File: src/rtl/sw_sess_pkg.sv
package sw_sess_pkg;
  localparam int unsigned FLAG_W = 8;

  typedef enum logic [2:0] {
    ST_SLEEP, ST_FLAG, ST_BLOCK, ST_BUSY, ST_PAUSE, ST_TURN, ST_TX
  } sess_state_e;

  typedef enum logic [1:0] {
    RSP_WAKE   = 2'd0,
    RSP_ENGINE = 2'd1,
    RSP_PAUSE  = 2'd2
  } rsp_src_e;

  localparam logic [FLAG_W-1:0] FLAG_CMD   = 8'h66;
  localparam logic [FLAG_W-1:0] FLAG_XMIT  = 8'h99;
  localparam logic [FLAG_W-1:0] FLAG_SLEEP = 8'hCC;
endpackage

File: src/rtl/sw_flag_shift.sv
module sw_flag_shift #(
  parameter int unsigned W = 8
) (
  input  logic         clk_i,
  input  logic         rst_ni,
  input  logic         clear_i,
  input  logic         bit_valid_i,
  input  logic         bit_i,
  output logic         byte_valid_o,
  output logic [W-1:0] byte_o
);
  localparam int unsigned CW = $clog2(W);
  localparam logic [CW-1:0] LAST = CW'(W - 1);

  logic [CW-1:0] cnt_q;
  logic [W-2:0]  sr_q;

  // LSB arrives first and ends up at bit 0
  assign byte_o       = {bit_i, sr_q};
  assign byte_valid_o = bit_valid_i && !clear_i && (cnt_q == LAST);

  always_ff @(posedge clk_i or negedge rst_ni) begin
    if (!rst_ni) begin
      cnt_q <= '0;
      sr_q  <= '0;
    end else if (clear_i) begin
      cnt_q <= '0;
    end else if (bit_valid_i) begin
      cnt_q <= (cnt_q == LAST) ? '0 : cnt_q + 1'b1;
      sr_q  <= {bit_i, sr_q[W-2:1]};
    end
  end
endmodule

File: src/rtl/sw_cycle_timer.sv
module sw_cycle_timer #(
  parameter int unsigned LIMIT = 16
) (
  input  logic clk_i,
  input  logic rst_ni,
  input  logic run_i,
  input  logic restart_i,
  output logic expire_o
);
  localparam int unsigned CW = $clog2(LIMIT + 1);
  localparam logic [CW-1:0] LAST = CW'(LIMIT - 1);

  logic [CW-1:0] cnt_q;

  assign expire_o = run_i && !restart_i && (cnt_q == LAST);

  always_ff @(posedge clk_i or negedge rst_ni) begin
    if (!rst_ni)                 cnt_q <= '0;
    else if (!run_i || restart_i) cnt_q <= '0;
    else                          cnt_q <= cnt_q + 1'b1;
  end
endmodule

File: src/rtl/sw_session_ctrl.sv
module sw_session_ctrl
  import sw_sess_pkg::*;
#(
  parameter int unsigned TOUT_CYC  = 16_250_000,
  parameter int unsigned WDOG_CYC  = 1_000_000_000,
  parameter int unsigned TURN_CYC  = 15_000,
  parameter int unsigned PAUSE_CYC = 6_250_000
) (
  input  logic       clk_i,
  input  logic       rst_ni,
  input  logic       wake_i,
  input  logic       rx_valid_i,
  input  logic       rx_bit_i,
  input  logic       blk_done_i,
  input  logic       blk_pause_i,
  input  logic       exec_done_i,
  input  logic       tx_done_i,
  output logic       rx_fwd_valid_o,
  output logic       rx_fwd_bit_o,
  output logic       tx_req_o,
  output logic [1:0] tx_src_o,
  output logic       awake_o,
  output logic       busy_o,
  output logic       paused_o,
  output logic       engine_clr_o
);
  sess_state_e state_q, state_d;
  rsp_src_e    rsp_q, rsp_d;
  logic        clr_q;
  logic        kill;
  logic        awake, listening, tok;
  logic        flag_vld;
  logic [FLAG_W-1:0] flag_byte;
  logic        wdog_exp, idle_exp, turn_exp, pause_exp;

  assign awake     = (state_q != ST_SLEEP);
  assign listening = (state_q == ST_FLAG) || (state_q == ST_BLOCK);
  assign tok       = rx_valid_i && listening;

  sw_flag_shift #(.W(FLAG_W)) u_flag (
    .clk_i        (clk_i),
    .rst_ni       (rst_ni),
    .clear_i      (state_q != ST_FLAG),
    .bit_valid_i  (rx_valid_i && (state_q == ST_FLAG)),
    .bit_i        (rx_bit_i),
    .byte_valid_o (flag_vld),
    .byte_o       (flag_byte)
  );

  sw_cycle_timer #(.LIMIT(WDOG_CYC)) u_wdog (
    .clk_i     (clk_i),
    .rst_ni    (rst_ni),
    .run_i     (awake),
    .restart_i (1'b0),
    .expire_o  (wdog_exp)
  );

  sw_cycle_timer #(.LIMIT(TOUT_CYC)) u_idle (
    .clk_i     (clk_i),
    .rst_ni    (rst_ni),
    .run_i     (listening),
    .restart_i (tok),
    .expire_o  (idle_exp)
  );

  sw_cycle_timer #(.LIMIT(TURN_CYC)) u_turn (
    .clk_i     (clk_i),
    .rst_ni    (rst_ni),
    .run_i     (state_q == ST_TURN),
    .restart_i (1'b0),
    .expire_o  (turn_exp)
  );

  sw_cycle_timer #(.LIMIT(PAUSE_CYC)) u_pause (
    .clk_i     (clk_i),
    .rst_ni    (rst_ni),
    .run_i     (state_q == ST_PAUSE),
    .restart_i (1'b0),
    .expire_o  (pause_exp)
  );

  always_comb begin
    state_d = state_q;
    rsp_d   = rsp_q;
    kill    = 1'b0;
    case (state_q)
      ST_SLEEP: if (wake_i) begin
        state_d = ST_FLAG;
        rsp_d   = RSP_WAKE;
      end
      ST_FLAG: if (flag_vld) begin
        case (flag_byte)
          FLAG_CMD:   state_d = ST_BLOCK;
          FLAG_XMIT:  state_d = ST_TURN;
          FLAG_SLEEP: kill    = 1'b1;
          default:    ;
        endcase
      end
      ST_BLOCK: if (blk_done_i) state_d = blk_pause_i ? ST_PAUSE : ST_BUSY;
      ST_BUSY: if (exec_done_i) begin
        state_d = ST_FLAG;
        rsp_d   = RSP_ENGINE;
      end
      ST_PAUSE: if (pause_exp) begin
        state_d = ST_FLAG;
        rsp_d   = RSP_PAUSE;
      end
      ST_TURN: if (turn_exp) state_d = ST_TX;
      ST_TX:   if (tx_done_i) state_d = ST_FLAG;
      default: state_d = ST_SLEEP;
    endcase
    // either timer overrides whatever the state machine chose
    if (awake && (wdog_exp || idle_exp)) kill = 1'b1;
    if (kill) state_d = ST_SLEEP;
  end

  always_ff @(posedge clk_i or negedge rst_ni) begin
    if (!rst_ni) begin
      state_q <= ST_SLEEP;
      rsp_q   <= RSP_WAKE;
      clr_q   <= 1'b0;
    end else begin
      state_q <= state_d;
      rsp_q   <= rsp_d;
      clr_q   <= kill;
    end
  end

  assign rx_fwd_valid_o = rx_valid_i && (state_q == ST_BLOCK);
  assign rx_fwd_bit_o   = rx_bit_i;
  assign tx_req_o       = turn_exp;
  assign tx_src_o       = rsp_q;
  assign awake_o        = awake;
  assign busy_o         = (state_q == ST_BUSY);
  assign paused_o       = (state_q == ST_PAUSE);
  assign engine_clr_o   = clr_q;
endmodule

File: config.mk
export PLATFORM = sky130hd
export DESIGN_NAME = sw_session_ctrl
export DESIGN_NICKNAME = d
export VERILOG_FILES = /design/src/rtl/sw_sess_pkg.sv /design/src/rtl/sw_flag_shift.sv /design/src/rtl/sw_cycle_timer.sv /design/src/rtl/sw_session_ctrl.sv
export SDC_FILE = /design/constraint.sdc
export NUM_CORES = 1
export LEC_CHECK = 0
export ABC_AREA = 1
export BUFFER_PORTS_ARGS = -buffer_cell sky130_fd_sc_hd__clkbuf_2
export CAP_MARGIN = 15
export CORE_MARGIN = 5
export CORE_UTILIZATION = 30
export DETAILED_ROUTE_END_ITERATION = 10
export PLACE_DENSITY = 0.44
export SYNTH_ARGS = -nofsm -noshare
export SYNTH_HDL_FRONTEND = slang
export SYNTH_SLANG_ARGS = --single-unit
File: constraint.sdc
create_clock -name clk_i -period 1.65 [get_ports clk_i]
set_input_delay 0.2475 -clock clk_i [delete_from_list [all_inputs] [get_ports clk_i]]
set_output_delay 0.2475 -clock clk_i [all_outputs]
set_load 0.01 [all_outputs]
# [Word level (Yosys, flattened, before mapping)]
# Cells that the tools add are included.
# Widths: inputs -> output; s select.
[totals] inputBits=9 register_bits=107 out_inout_bits=9
[op_classes] addsub=5 mux=26 n_eq_ne=26 reduce_logical=24 n_bitwise=1
[op_table] operator="$mux 3" n=12
[op_table] operator="$add 30x1->30 const B" n=1
[op_table] operator="$eq 30x30->1 const B" n=1
[op_table] operator="$mux 30" n=1
[op_table] operator="$add 24x1->24 const B" n=1
[op_table] operator="$eq 24x24->1 const B" n=1
[op_table] operator="$mux 24" n=1
[op_table] operator="$add 23x1->23 const B" n=1
[op_table] operator="$eq 23x23->1 const B" n=1
[op_table] operator="$mux 23" n=1
[op_table] operator="$pmux 3 s7" n=1
[op_table] operator="$eq 8x8->1 const B" n=2
[op_table] operator="$ne 3x3->1 const B" n=5
[op_table] operator="$add 14x1->14 const B" n=1
[op_table] operator="$eq 14x14->1 const B" n=1
[op_table] operator="$mux 14" n=1
[op_table] operator="$eq 3x3->1 const B" n=4
[op_table] operator="$logic_and 1x1->1" n=11
[op_table] operator="$eq 8x7->1 const B" n=1
[op_table] operator="$reduce_and 8->1" n=1
[op_table] operator="$eq 3x2->1 const B" n=2
[op_table] operator="$mux 2" n=3
[op_table] operator="$ne 3x1->1 const B" n=2
[op_table] operator="$pmux 2 s3" n=1
[op_table] operator="16 further kinds" n=25

# [Depth between registers and ports, before layout]
[logic_depth] depth_word=11 ltp_mapped=12 ltp_nobuf=12

# [Hierarchy]
# A second synthesis with hierarchy kept.
[unflattened] cells_unflattened=896 hier_area_um2=6488.7
[by_module_without_submodules] module="sw_cycle_timer at u_wdog" instances=1 cells_per_inst=250 area_each_um2=1739.2
[by_module_without_submodules] module="sw_cycle_timer at u_idle" instances=1 cells_per_inst=196 area_each_um2=1485.2
[by_module_without_submodules] module="sw_cycle_timer at u_pause" instances=1 cells_per_inst=183 area_each_um2=1383.8
[by_module_without_submodules] module="sw_cycle_timer at u_turn" instances=1 cells_per_inst=104 area_each_um2=753.2
[by_module_without_submodules] module="sw_session_ctrl" instances=1 cells_per_inst=111 area_each_um2=679.4
[by_module_without_submodules] module="sw_flag_shift" instances=1 cells_per_inst=52 area_each_um2=447.9

# [Worst setup path after synthesis]
# OpenSTA, ideal clock, no wires.
[synth_timing] kind="register to register" start="reg u_idle.cnt_q[0]" end="reg u_idle.cnt_q[16]" stages_incl_launch_ff=11 path_slack_ns=0.088 arrival_time_ns=1.443 synth_period_minus_slack_ns=1.562 required_time_ns=1.530 path_cell_list="dfrtp_1 -> ha_1 -> nand2_2 -> nor2_4 -> nand3_2 -> nor3_4 -> nand2_4 -> nor2_8 -> nand2_2 -> nor2_1 -> nor2_1"
[synth_via] elab_chain_cells=2
[synth_lines] element="start, declared" line="sw_cycle_timer.sv:13" rtl="logic [CW-1:0] cnt_q;"
[synth_lines] element="start signal, assigned" line="sw_cycle_timer.sv:20" rtl="else cnt_q <= cnt_q + 1'b1;"
[synth_lines] element="$add 24x1->24" line="sw_cycle_timer.sv:20"
[synth_lines] element="$mux 24" line="sw_cycle_timer.sv:19" rtl="else if (!run_i || restart_i) cnt_q <= '0;"
# No other way between the ends.
# A chain may end at the register's enable or synchronous reset.

# [Worst setup path after layout]
[layout_timing] start="reg u_turn.cnt_q[1]" end="out tx_req_o"
[layout_via] elab_chain_cells=2
[layout_lines] element="start, declared" line="sw_cycle_timer.sv:13"
[layout_lines] element="start signal, assigned" line="sw_cycle_timer.sv:20"
[layout_lines] element="$eq 14x14->1" line="sw_cycle_timer.sv:15" rtl="assign expire_o = run_i && !restart_i && (cnt_q == LAST);"
[layout_lines] element="$logic_and 1x1->1" line="sw_cycle_timer.sv:15"
[layout_lines] element="end, declared" line="sw_session_ctrl.sv:20" rtl="output logic tx_req_o,"
# No other way between the ends.

==> summary.txt <==
Global route
  – GRT Residual Overflow: 0
  – Total GRT Usage: 0.134
  – Global-route wire length before repair: 24500 um
  – Initial antenna violation count: 0
  – Largest net degree at the start of global routing: 56
  – Vias in the first global route: 5048

Routing
  – Initial DRC Count: 217
  – Post-DR vias/cell: 4.48
  – Routed vias: 5140
  – TritonRoute pass-1 iters: 4
  – Detailed-route DRC error count: 0
  – Final ANT Viol Nets: 0
  – Post-Route WL: 14400 um
  – Drt wl/cell: 12.6 um

Floorplanning
  – Initial core utilization: 0.304
  – Die width: 150 um
  – Die area: 0.0225 sq mm
  – Core Footprint: 0.0194 sq mm
  – # IOs: 18
  – Die Ht: 150 um
  – Floorplan row count: 51

Yosys
  – Number of synthesized flops with an enable pin: 0
  – Area leader, netlist: dfrtp_1
  – Yosys warning total: 0
  – Synthesized net count: 800
  – Yosys cell types: 38
  – Netlist Area Pre-Place: 0.00589 sq mm
  – Post-Syn Instances: 785
  – Synth Flop Type: dfrtp_1
  – Largest cells by area after synthesis: dfrtp_1 (45%), nand2_1 (9.9%), nor2_1 (8.5%), inv_1 (6.3%), nand3_1 (4.6%)
  – Mean Syn Cell Area: 7.50 sq um
  – Seq/Total Area, Yosys: 0.455
  – Asr flop ratio synth: 1.00
  – Top-area cell type share of the netlist area: 0.455
  – Flip-flop and latch count after synthesis: 107

Final layout
  – Filler cells: 2059
  – Fin area: 0.00749 sq mm
  – Share of layout cells above drive strength 1: 0.223
  – Leading cell type in the layout, fill and taps excluded: nand2_1
  – Layout area overhead: 27.2%
  – Most frequent cells in the layout: nand2_1 (148), nor2_1 (120), dfrtp_1 (102)
  – Final net count: 893
  – Antenna fix cells: 0

STA
  – Tcrit/Tclk final: 1.04
  – WHS: 148 ps
  – Fmax: 581 MHz
  – Final Max Slew Viols: 0
  – Worst Tran Pin Value: 424 ps
  – Endpoints failing setup: 2
  – Skew final: 8.32 ps
  – Final Hold Vio Count: 0
  – RSZ-0062 raised after global routing: true
  – Worst rel slew slack: 0.714
  – Fin worst setup slack: -71.1 ps
  – Period minus WS final: 1720 ps

Critical path
  – CP max-delay cell: dfrtp_1
  – CP peak stage delay: 360 ps
  – CP startpoint kind: flop
  – Worst-path cell chain: ha_2 -> nand2_2 -> nor3_2 -> nand3_1 -> nor2_1 -> buf_2
  – Req. time, crit path: 1400 ps
  – Type of element capturing the critical path: output pin
  – Max FO, Critical Path: 2
  – CP Class: reg -> out
  – Crit path DAT: 1470 ps

CTS
  – Num CTS Buffers: 9
  – CTS clk-pin slew, worst paths: 80 ps
  – Clk sink count: 107
  – CTS tree: yes
  – Clock Tree Buf Depth: 2
  – H-Tree Depth: 3
  – Clk Latency, worst-skew pair: 360 ps
  – Root buffer cell: clkbuf_16

Placed design
  – Buffers on Ports: 17
  – GPL Wtd Cong: 0.805
  – Hpwl dp: 10500 um
  – Placed cell areas: 0.00665 sq mm

Pwr
  – Leakage power: 3.38 nW
  – Maximum VDD drop: 0.000530 V
  – Pwr/cell area: 1070 mW/mm^2

Outcome
  – Status: finished, violations left
  – Violated checks: negative setup slack

Run
  – Max-cap violations: 0

Hold path
  – Min-Delay Path Class: in -> reg
state kept, by name, indices dropped and copies added, names as in the netlist:
signal and cells:
u_turn.cnt_q 14, engine_clr_o 1, u_idle.cnt_q 24, u_flag.cnt_q 3, tx_src_o 2, u_wdog.cnt_q 30, u_pause.cnt_q 23, state_q 3
u_flag.sr_q 7
Yosys cell counts (4+ instances only):
library cell and number:
a21oi_1 52, a31oi_1 4, buf_2 4, buf_4 4, dfrtp_1 107, ha_1 6
inv_1 99, inv_2 6, nand2_1 156, nand2_2 7, nand3_1 54, nand4_1 11
nor2_1 134, nor2_4 4, nor3_1 32, o21ai_0 51, xor2_1 11
worst max-delay path: cells and delay by family (launching register included):
family	cells	cell delay [ps]
buffers and inverters	1	140
DFF	1	360
adders and majority gates	1	190
and+or+nand+nor	4	420
timing repair:
| item | CTS | global route |
|---|---|---|
| hold endpoints to repair | 107 | 0 |
| setup endpoints to repair | 6 | 52 |
| hold buffers | 1 | 0 |
| gates resized for setup | 16 | 79 |
| buffers inserted | 7 | 21 |
| pin swaps | 2 | 22 |
through the flow:
step / worst slack, ps / util / TNS [ps] / std cells / power [mW]
6_report: -71.1 / 0.386 / -111 / 1148 / 8.01
3_5_place_dp: -13.7 / 0.343 / -13.7 / 1104 / 5.38
4_1_cts: -118 / 0.363 / -206 / 1127 / 7.74
2_1_floorplan: 87.6 / - / 0 / 785 / 4.53
3_3_place_gp: -71.4 / 0.343 / -192 / 1104 / 5.41
5_1_grt: -177 / 0.386 / -1300 / 1148 / 8.55
power breakdown:
group / leakage, nW / switching [mW] / internal [mW]
registers: 1.46 / 0.232 / 2.89
logic: 1.78 / 1.54 / 1.20
clock network: 0.135 / 1.06 / 1.08
total: 3.38 / 2.83 / 5.17
per-layer routing:
metal | vias up | global-route usage | share of wire
li1 | 2725 | - | -
met1 | 2371 | 0.187 | 0.51
met2 | 33 | 0.214 | 0.46
met3 | 11 | 0.0259 | 0.020
met4 | 0 | 0.0343 | 0.011
met5 | - | 0 | 0
worst paths after layout:
check / depth (start not counted) / start / endpoint / slack [ps]
hold / removal: 3 / rx_bit_i / u_flag.sr_q[6]$_DFFE_PN0N_ / 150
max in group asynchronous: 3 / rst_ni / state_q[1]$_DFFE_PN0P_ / 910
min in group asynchronous: 3 / rst_ni / u_wdog.cnt_q[15]$_DFF_PN0_ / 410
setup / recovery: 6 / u_turn.cnt_q[1]$_DFF_PN0_ / tx_req_o / -70
hold reg to reg: 1 / u_pause.cnt_q[11]$_DFF_PN0_ / u_pause.cnt_q[11]$_DFF_PN0_ / 500
setup reg to reg: 10 / u_idle.cnt_q[0]$_DFF_PN0_ / u_idle.cnt_q[16]$_DFF_PN0_ / 50
logic make-up after synthesis:
kind of cell / after synthesis / share of synthesized area
AOI/OAI and AO/OA: 117 / 0.104
xor gates and xnor gates: 14 / 0.0208
adders and majority gates: 6 / 0.0127
buffers and inverters: 117 / 0.0793
DFF: 107 / 0.455
and+or+nand+nor: 424 / 0.329
final cells by class:
cell class,instances,area [sq um],area share
clock inverters,6,50.0,0.00668
inverters,106,408,0.0545
well taps,265,332,0.0443
clock buffers,10,239,0.0319
multi-input cells,561,3010,0.402
repair buffers,93,762,0.102
flip-flops and latches,107,2680,0.358
No activity file was read; power rests on OpenSTA's default activity.
